<file path="src/rtl/cas_pkg.sv">
package cas_pkg;
  typedef enum logic [1:0] {
    PH_IDLE   = 2'd0,
    PH_SETUP  = 2'd1,
    PH_STROBE = 2'd2,
    PH_PRECH  = 2'd3
  } cas_phase_e;

  function automatic int unsigned cw_of(input int unsigned maxv);
    return (maxv < 2) ? 1 : $clog2(maxv + 1);
  endfunction
endpackage

</file>
<file path="src/rtl/cas_cycle_timer.sv">
module cas_cycle_timer #(
  parameter int unsigned CW = 4
) (
  input  logic          clk_i,
  input  logic          rst_ni,
  input  logic          load_i,
  input  logic [CW-1:0] load_val_i,
  output logic          done_o
);
  logic [CW-1:0] cnt_q;

  always_ff @(posedge clk_i or negedge rst_ni) begin
    if (!rst_ni)           cnt_q <= '0;
    else if (load_i)       cnt_q <= load_val_i;
    else if (cnt_q != '0)  cnt_q <= cnt_q - 1'b1;
  end

  assign done_o = (cnt_q == '0);

  // intervals run down one per cycle, never skip
  a_r5_timer_step: assert property (@(posedge clk_i) disable iff (!rst_ni)
    (!load_i && cnt_q != '0) |=> (cnt_q == $past(cnt_q) - 1'b1));
endmodule

</file>
<file path="src/rtl/cas_lane_strobe.sv">
module cas_lane_strobe (
  input  logic clk_i,
  input  logic rst_ni,
  input  logic act_i,
  input  logic en_i,
  output logic strobe_n_o
);
  always_ff @(posedge clk_i or negedge rst_ni) begin
    if (!rst_ni) strobe_n_o <= 1'b1;
    else         strobe_n_o <= ~(act_i & en_i);
  end
endmodule

</file>
<file path="src/rtl/dual_lane_cas_ctrl.sv">
module dual_lane_cas_ctrl #(
  parameter int unsigned T_ASC = 2,
  parameter int unsigned T_CAS = 3,
  parameter int unsigned T_CP  = 2,
  parameter int unsigned T_TT  = 1
) (
  input  logic       clk_i,
  input  logic       rst_ni,
  input  logic       page_open_i,
  input  logic       cmd_valid_i,
  input  logic [1:0] cmd_be_i,
  input  logic       cmd_we_i,
  output logic       ucas_n_o,
  output logic       lcas_n_o,
  output logic       oe_n_o,
  output logic       wdrv_o,
  output logic       ready_o
);
  import cas_pkg::*;

  localparam int unsigned NUM_LANES = 2;
  localparam int unsigned MAXV = T_ASC + 2*T_TT + T_CAS + T_CP;
  localparam int unsigned CW   = cw_of(MAXV);
  localparam int unsigned HW   = cw_of(T_CP);
  localparam int unsigned OW   = cw_of(T_CAS);

  cas_phase_e           phase_q, phase_d;
  logic [NUM_LANES-1:0] be_q, be_d;
  logic                 we_q, we_d;
  logic                 last_vld_q, last_we_q;
  logic                 accept, mix, t_load, t_done;
  logic [CW-1:0]        t_val;
  logic [NUM_LANES-1:0] strobe_n;

  assign accept = ready_o & cmd_valid_i & page_open_i & (|cmd_be_i);
  assign mix    = last_vld_q & (last_we_q != cmd_we_i);

  always_comb begin
    phase_d = phase_q;
    t_load  = 1'b0;
    t_val   = '0;
    unique case (phase_q)
      PH_IDLE: if (accept) begin
        phase_d = PH_SETUP;
        t_load  = 1'b1;
        t_val   = mix ? CW'(T_ASC - 1 + 2*T_TT) : CW'(T_ASC - 1);
      end
      PH_SETUP: if (t_done) begin
        phase_d = PH_STROBE;
        t_load  = 1'b1;
        t_val   = CW'(T_CAS - 1);
      end
      PH_STROBE: if (t_done) begin
        phase_d = PH_PRECH;
        t_load  = 1'b1;
        t_val   = CW'(T_CP - 1);
      end
      PH_PRECH: if (t_done) phase_d = PH_IDLE;
      default: phase_d = PH_IDLE;
    endcase
  end

  assign be_d = accept ? cmd_be_i : be_q;
  assign we_d = accept ? cmd_we_i : we_q;

  always_ff @(posedge clk_i or negedge rst_ni) begin
    if (!rst_ni) begin
      phase_q    <= PH_IDLE;
      be_q       <= '0;
      we_q       <= 1'b0;
      last_vld_q <= 1'b0;
      last_we_q  <= 1'b0;
    end else begin
      phase_q <= phase_d;
      be_q    <= be_d;
      we_q    <= we_d;
      if (!page_open_i) begin
        last_vld_q <= 1'b0;
      end else if (accept) begin
        last_vld_q <= 1'b1;
        last_we_q  <= cmd_we_i;
      end
    end
  end

  cas_cycle_timer #(.CW(CW)) i_timer (
    .clk_i      (clk_i),
    .rst_ni     (rst_ni),
    .load_i     (t_load),
    .load_val_i (t_val),
    .done_o     (t_done)
  );

  // one strobe flop per lane, all driven from the same phase decode
  for (genvar g = 0; g < NUM_LANES; g++) begin : g_lane
    cas_lane_strobe i_lane (
      .clk_i      (clk_i),
      .rst_ni     (rst_ni),
      .act_i      (phase_d == PH_STROBE),
      .en_i       (be_d[g]),
      .strobe_n_o (strobe_n[g])
    );
  end

  assign ucas_n_o = strobe_n[1];
  assign lcas_n_o = strobe_n[0];

  always_ff @(posedge clk_i or negedge rst_ni) begin
    if (!rst_ni) begin
      oe_n_o  <= 1'b1;
      wdrv_o  <= 1'b0;
      ready_o <= 1'b1;
    end else begin
      oe_n_o  <= ~((phase_d == PH_STROBE) & ~we_d);
      wdrv_o  <= we_d & ((phase_d == PH_SETUP) | (phase_d == PH_STROBE));
      ready_o <= (phase_d == PH_IDLE);
    end
  end

  // both-high precharge and OE width trackers for the checks below
  logic [HW-1:0] hi_cnt_q;
  logic [OW-1:0] oe_cnt_q;
  always_ff @(posedge clk_i or negedge rst_ni) begin
    if (!rst_ni) begin
      hi_cnt_q <= HW'(T_CP);
      oe_cnt_q <= '0;
    end else begin
      if (!(ucas_n_o & lcas_n_o))   hi_cnt_q <= '0;
      else if (hi_cnt_q < HW'(T_CP)) hi_cnt_q <= hi_cnt_q + 1'b1;
      if (oe_n_o)                    oe_cnt_q <= '0;
      else if (oe_cnt_q < OW'(T_CAS)) oe_cnt_q <= oe_cnt_q + 1'b1;
    end
  end

  // a falling edge on either lane brings down every enabled lane together
  a_r3_no_stagger: assert property (@(posedge clk_i) disable iff (!rst_ni)
    ($fell(ucas_n_o) || $fell(lcas_n_o)) |-> ({ucas_n_o, lcas_n_o} == ~be_q));

  // precharge is satisfied, counted on both-high cycles only
  a_r5_both_high_prech: assert property (@(posedge clk_i) disable iff (!rst_ni)
    ($fell(ucas_n_o) || $fell(lcas_n_o)) |-> (hi_cnt_q == HW'(T_CP)));

  // OE released only after a full strobe width
  a_r6_oe_full_width: assert property (@(posedge clk_i) disable iff (!rst_ni)
    $rose(oe_n_o) |-> (oe_cnt_q == OW'(T_CAS)));

  // never drive write data while outputs are enabled
  a_r7_oe_wdrv_excl: assert property (@(posedge clk_i) disable iff (!rst_ni)
    !(!oe_n_o && wdrv_o));

  // idle means quiet bus
  a_r10_ready_quiet: assert property (@(posedge clk_i) disable iff (!rst_ni)
    ready_o |-> (ucas_n_o && lcas_n_o && oe_n_o && !wdrv_o));
endmodule

</file>
<file path="config.mk">
export PLATFORM = sky130hd
export DESIGN_NAME = dual_lane_cas_ctrl
export DESIGN_NICKNAME = d
export VERILOG_FILES = /design/src/rtl/cas_pkg.sv /design/src/rtl/cas_cycle_timer.sv /design/src/rtl/cas_lane_strobe.sv /design/src/rtl/dual_lane_cas_ctrl.sv
export SDC_FILE = /design/constraint.sdc
export NUM_CORES = 1
export LEC_CHECK = 0
export CAP_MARGIN = 20
export CORE_ASPECT_RATIO = 0.75
export CORE_UTILIZATION = 30
export CTS_CLUSTER_DIAMETER = 60
export DETAILED_ROUTE_END_ITERATION = 6
export PLACE_DENSITY_LB_ADDON = 0.3
export SETUP_SLACK_MARGIN = 0.3
export SLEW_MARGIN = 20
export SYNTH_ARGS = -nofsm -noshare
export SYNTH_HDL_FRONTEND = slang
export SYNTH_SLANG_ARGS = --single-unit
</file>
<file path="constraint.sdc">
create_clock -name clk_i -period 1.8 [get_ports clk_i]
set_input_delay 0.36 -clock clk_i [delete_from_list [all_inputs] [get_ports clk_i]]
set_output_delay 0.36 -clock clk_i [all_outputs]
set_load 0.1 [all_outputs]
</file>
==> Yosys cells after proc, flatten, opt, wreduce, memory -nomap -nowiden <==
Cells that the tools add are included.
W data, S select, Z words.
{ "word_totals": {"regBits": 16, "out_inout_bits": 5, "wordCells": 59} }
{ "op_classes": {"addsub": 1, "n_eq_ne": 7, "muxes": 19, "n_bitwise": 13, "reduce_logical": 8} }
{ "ops": {"columns": ["cell", "n"], "rows": [
  ["$mux W2", 8],
  ["$and A1 B1 Y1", 8],
  ["$mux W4", 2],
  ["$pmux W2 S4", 1],
  ["$eq A2 B2 Y1 const B", 3],
  ["$mux W1", 6],
  ["$pmux W2 S3", 1],
  ["$eq A2 B1 Y1 const B", 2],
  ["$logic_not A2 Y1", 2],
  ["$logic_not A4 Y1", 1],
  ["$not A1 Y1", 4],
  ["$reduce_bool A4 Y1", 1],
  ["$reduce_or A2 Y1", 2],
  ["$sub A4 B1 Y4 const B", 1],
  ["$ne A2 B1 Y1 const B", 1],
  ["$pmux W1 S2", 1],
  ["$reduce_and A2 Y1", 1],
  ["$reduce_bool A2 Y1", 1],
  ["$ne A1 B1 Y1", 1],
  ["$or A1 B1 Y1", 1]
]} }

==> Depth between registers and ports, before layout <==
{ "depth": {"word_depth": 8, "depth_mapped": 8} }

==> By module <==
Synthesis repeated with hierarchy kept, for this count alone.
{ "hier_totals": {"cells_unflattened": 81, "area_unflattened_um2": 873.3} }
{ "modules_own_cells": {"columns": ["mod", "n_inst", "cells_each", "area_each_um2"], "rows": [
  ["dual_lane_cas_ctrl", 1, 55, 579.3],
  ["cas_cycle_timer", 1, 22, 234.0],
  ["cas_lane_strobe", 2, 2, 30.0]
]} }

==> Worst setup path before layout <==
Ideal clock, no wire load.
{ "synth_path": {"kind": "flip-flop to flip-flop", "startpoint": "register ready_o", "endpoint": "register wdrv_o", "setup_time_ns": 0.072, "arrival_ns": 1.948, "slack_ns": -0.221, "path_stages_with_launch": 7, "period_less_slack_ns": 2.021, "cell_sequence": "dfstp_2 -> o2111ai_2 -> and2_1 -> nor2_1 -> o32ai_1 -> ha_1 -> nor2_1"} }
{ "synth_between": {"elab_chain_cells": 8} }
{ "synth_lines": {"columns": ["item", "line", "rtl"], "rows": [
  ["from (decl)", "dual_lane_cas_ctrl.sv:17", "output logic ready_o"],
  ["from (signal assigned)", "dual_lane_cas_ctrl.sv:116", "ready_o <= (phase_d == PH_IDLE);"],
  ["$and A1 B1 Y1 (*) (3 in a row)", "dual_lane_cas_ctrl.sv:35", "assign accept = ready_o & cmd_valid_i & page_open_i & (|cmd_be_i);"],
  ["$mux W2", "dual_lane_cas_ctrl.sv:43", "PH_IDLE: if (accept) begin"],
  ["$pmux W2 S4", "dual_lane_cas_ctrl.sv:42", "unique case (phase_q)"],
  ["$eq A2 B1 Y1 / $eq A2 B2 Y1 (equally long branches)", "dual_lane_cas_ctrl.sv:115", "wdrv_o <= we_d & ((phase_d == PH_SETUP) | (phase_d == PH_STROBE));"],
  ["$or A1 B1 Y1", "dual_lane_cas_ctrl.sv:115", null],
  ["$and A1 B1 Y1 (*)", "dual_lane_cas_ctrl.sv:115", null],
  ["to (signal assigned)", "dual_lane_cas_ctrl.sv:115", null],
  ["to (decl)", "dual_lane_cas_ctrl.sv:16", "output logic wdrv_o,"]
]} }
Mark *: on every way between the ends. The rest lies on a longest branch, timed or not.
A chain may end at the register's enable or synchronous reset.

==> Final worst setup path <==
{ "layout_path": {"startpoint": "register i_timer.cnt_q[0]", "endpoint": "register wdrv_o"} }
{ "layout_between": {"elab_chain_cells": 6} }
{ "layout_lines": {"columns": ["item", "line", "rtl"], "rows": [
  ["from (decl)", "cas_cycle_timer.sv:10", "logic [CW-1:0] cnt_q;"],
  ["from (signal assigned)", "cas_cycle_timer.sv:14", "else if (load_i) cnt_q <= load_val_i;"],
  ["from (signal assigned)", "cas_cycle_timer.sv:15", "else if (cnt_q != '0) cnt_q <= cnt_q - 1'b1;"],
  ["$logic_not A4 Y1 (*)", "cas_cycle_timer.sv:18", "assign done_o = (cnt_q == '0);"],
  ["$mux W2 (on tied branches)", "dual_lane_cas_ctrl.sv:58, dual_lane_cas_ctrl.sv:53, dual_lane_cas_ctrl.sv:48", null],
  ["$pmux W2 S4 (*)", "dual_lane_cas_ctrl.sv:42", null],
  ["$eq A2 B1 Y1 / $eq A2 B2 Y1 (equally long branches)", "dual_lane_cas_ctrl.sv:115", null],
  ["$or A1 B1 Y1 (*)", "dual_lane_cas_ctrl.sv:115", null],
  ["$and A1 B1 Y1 (*)", "dual_lane_cas_ctrl.sv:115", null]
]} }
Marked as above.

==> metrics.csv <==
stage,metric,value,unit
logic_synthesis,ys async rst share,100,%
setup_path,CP Launch Type,flop,
detailed_routing,final WL,1.85,mm
timing,Rel. slew slack,81.6,%
timing,skew final,3.99,ps
detailed_routing,Via Count,703,
detailed_routing,DR DRC count,0,
placement,Place WS,-111,ps
detailed_routing,Wirelength per Cell,12.1,um
timing,Tmin final,1690,ps
grt,first-pass GRT wire length,3.07,mm
die,CORE AREA,2660,um^2
die,I/O Pins,12,
detailed_routing,drt pass-1 iters,5,
setup_path,r2r setup slk,110,ps
grt,vias in the first global route,713,
power_and_ir_drop,"IR drop worst, VDD",0.000925,V
power_and_ir_drop,switching power,1.17,mW
die,Site Rows,16,
timing,Fmax,593,MHz
detailed_routing,"antenna viol nets, final",0,
cts,CTS H-Tree Depth,1,
power_and_ir_drop,combinational group share of total power,65.4,%
placement,GPL Wtd Cong,0.742,
timing,period utilisation layout,93.6,%
die,Die W,63.8,um
grt,overflow left after global routing,0,
logic_synthesis,ys flop type,dfrtp_1,
timing,worst hold-check slack,434,ps
logic_synthesis,sequential share of the synthesized area,47.2,%
power_and_ir_drop,Power Density,1970,nW/um^2
cts,Num CTS Buffers,3,
timing,Worst-Margin Slew,276,ps
final_layout,Finished Layout Cells,153,
timing,final setup margin,114,ps
setup_path,FF-to-FF End,wdrv_o,
grt,grt met3 use,4.25,%
grt,largest net degree at the start of global routing,17,
power_and_ir_drop,sequential power share,23.5,%
setup_path,CP arrival,1820,ps
timing,Setup Total Neg Slack,0,ps
final_layout,n_diodes,0,
final_layout,Layout Utilization,54.0,%
setup_path,crit path capture type,flop,
timing,RSZ-0062 raised after global routing,true,
grt,total track usage,13.2,%
cts,CTS tree,done,
placement,placed insts,136,
die,Die Ht,48.3,um
final_layout,final instance area,1440,um^2
detailed_routing,Iteration-0 DRC Markers,18,
cts,CTS Sinks,16,
cts,Clock Path Buffers,2,
grt,GRT busiest layer,met2,
power_and_ir_drop,clock power share,11.1,%
die,Initial Util,32.2,%
power_and_ir_drop,Leak,0.625,nW
final_layout,most frequent cells in the layout,"buf_4, dfrtp_1, nand2_1",
logic_synthesis,Mapped Cells,78,
min_path,Hold/Removal Path Class,in2async,
grt,global-route met2 utilization,22.0,%
logic_synthesis,Syn Nets,94,
setup_path,critical path type,reg2reg,
timing,Final setup viols,0,
logic_synthesis,Mean Syn Cell Area,11.0,um^2
final_layout,area added between synthesis and finish,67.6,%
setup_path,required time worst endpoint,1930,ps
die,Die Area,3080,um^2
placement,Area after DPL,1180,um^2
final_layout,share of cells above drive strength 1,53.0,%
power_and_ir_drop,Tot Pwr,2.83,mW
logic_synthesis,synth warn,0,
cts,Post-CTS Hold Buffers,0,
final_layout,Final Net Count,134,
logic_synthesis,"Distinct cells, synth",28,
timing,max-slew violations,0,
cts,Skew-Pair Late Insertion Delay,250,ps
cts,clk slew on worst S/H paths,60,ps
logic_synthesis,Synth Cell Area,858,um^2
run_status,status,finished clean,
final_layout,"commonest non-fill, non-tap cell in the layout",buf_4,
grt,GR Layer Usage met1,16.5,%
detailed_routing,Via density,4.59,
cts,clock tree root buffer cell,clkbuf_8,
power_and_ir_drop,P_int,1.66,mW
setup_path,R2R depth,9,
setup_path,largest fanout on the critical path,6,
placement,port bufs,11,
setup_path,r2r startpoint,i_timer.cnt_q[0],
logic_synthesis,#FFs+latches synth,16,
logic_synthesis,Post-synth EDFFs,0,
grt,antenna violations before repair,0,
run,Max-cap violations,0,
power_and_ir_drop,switch share,41.4,%
placement,Final HPWL DP,1.30,mm
timing,Fin. Hold Viols,0,
[registers in the layout, summed over array words and instances, names as in the netlist, 2 cells and up]
register	cells
g_lane.i_lane.strobe_n_o	2
be_q	2
i_timer.cnt_q	4
phase_q	2
[worst max-delay path: stages (launching register included)]
cell and delay [ps]:
dfrtp_1 370, inv_1 60, ha_2 170, nor3b_4 180, buf_6 160, nor2_2 60
nor2_4 160, o32ai_4 110, ha_4 270, nor2_1 30
[how the worst max path moves through the flow]
stage                     start  endpoint  slack [ps]  depth (start not counted)
6_report       i_timer.cnt_q[0]    wdrv_o         110                          9
2_1_floorplan           ready_o    wdrv_o          20                          6
5_1_grt              phase_q[0]    wdrv_o          20                          7
3_5_place_dp        cmd_be_i[1]    oe_n_o        -110                          7
4_1_cts        i_timer.cnt_q[0]    wdrv_o          80                          9
3_3_place_gp        cmd_be_i[1]    oe_n_o         -80                          7
[synth_stat cells, types with 2 or more instances]
cell	n	area share, %
inv_1	5	2.2
nand3b_1	2	1.7
mux2i_1	2	2.3
a22o_1	2	2.0
nor3_1	2	1.2
dfstp_2	4	12
nor2_1	8	3.5
o21ai_1	2	1.2
ha_1	9	13
nand2_1	9	3.9
dfrtp_1	12	35
a21oi_1	5	2.9
[per-layer routing]
metal,share of wire [%],vias to the layer above,wire (um)
met4,0,0,0
met1,43,338,789
met5,0,-,0
met2,54,11,994
li1,-,354,-
met3,3.3,0,60
[cell families after synthesis]
family	synth area share [%]
simple gates	17.1
compound gates	15.7
fa+ha+maj	13.1
xor+xnor	1.02
buf+inv	2.19
flops	47.2
mux	3.64
[what timing repair did]
action                                  in CTS  in global routing
pin swaps                                    3                  7
gates resized for setup                     15                  9
endpoints found under the setup margin       8                  8
setup buffers                                8                  5
[final cells by class]
class	count	area (um^2)
fill	228	1220
multi-input combinational	57	564
sequential	16	409
timing repair buffer	35	347
clock buffer	4	55.1
tap	36	45.0
inverter	5	18.8
[power groups by stage]
stage	combinational (mW)	clock [mW]	sequential, mW
floorplan	0.643	0	0.929
global placement	1.32	0	0.672
detailed placement	1.35	0	0.679
CTS	1.64	0.328	0.664
global route	2.00	0.339	0.689
finish	1.85	0.315	0.665
Power figures use the tool's default switching activity.
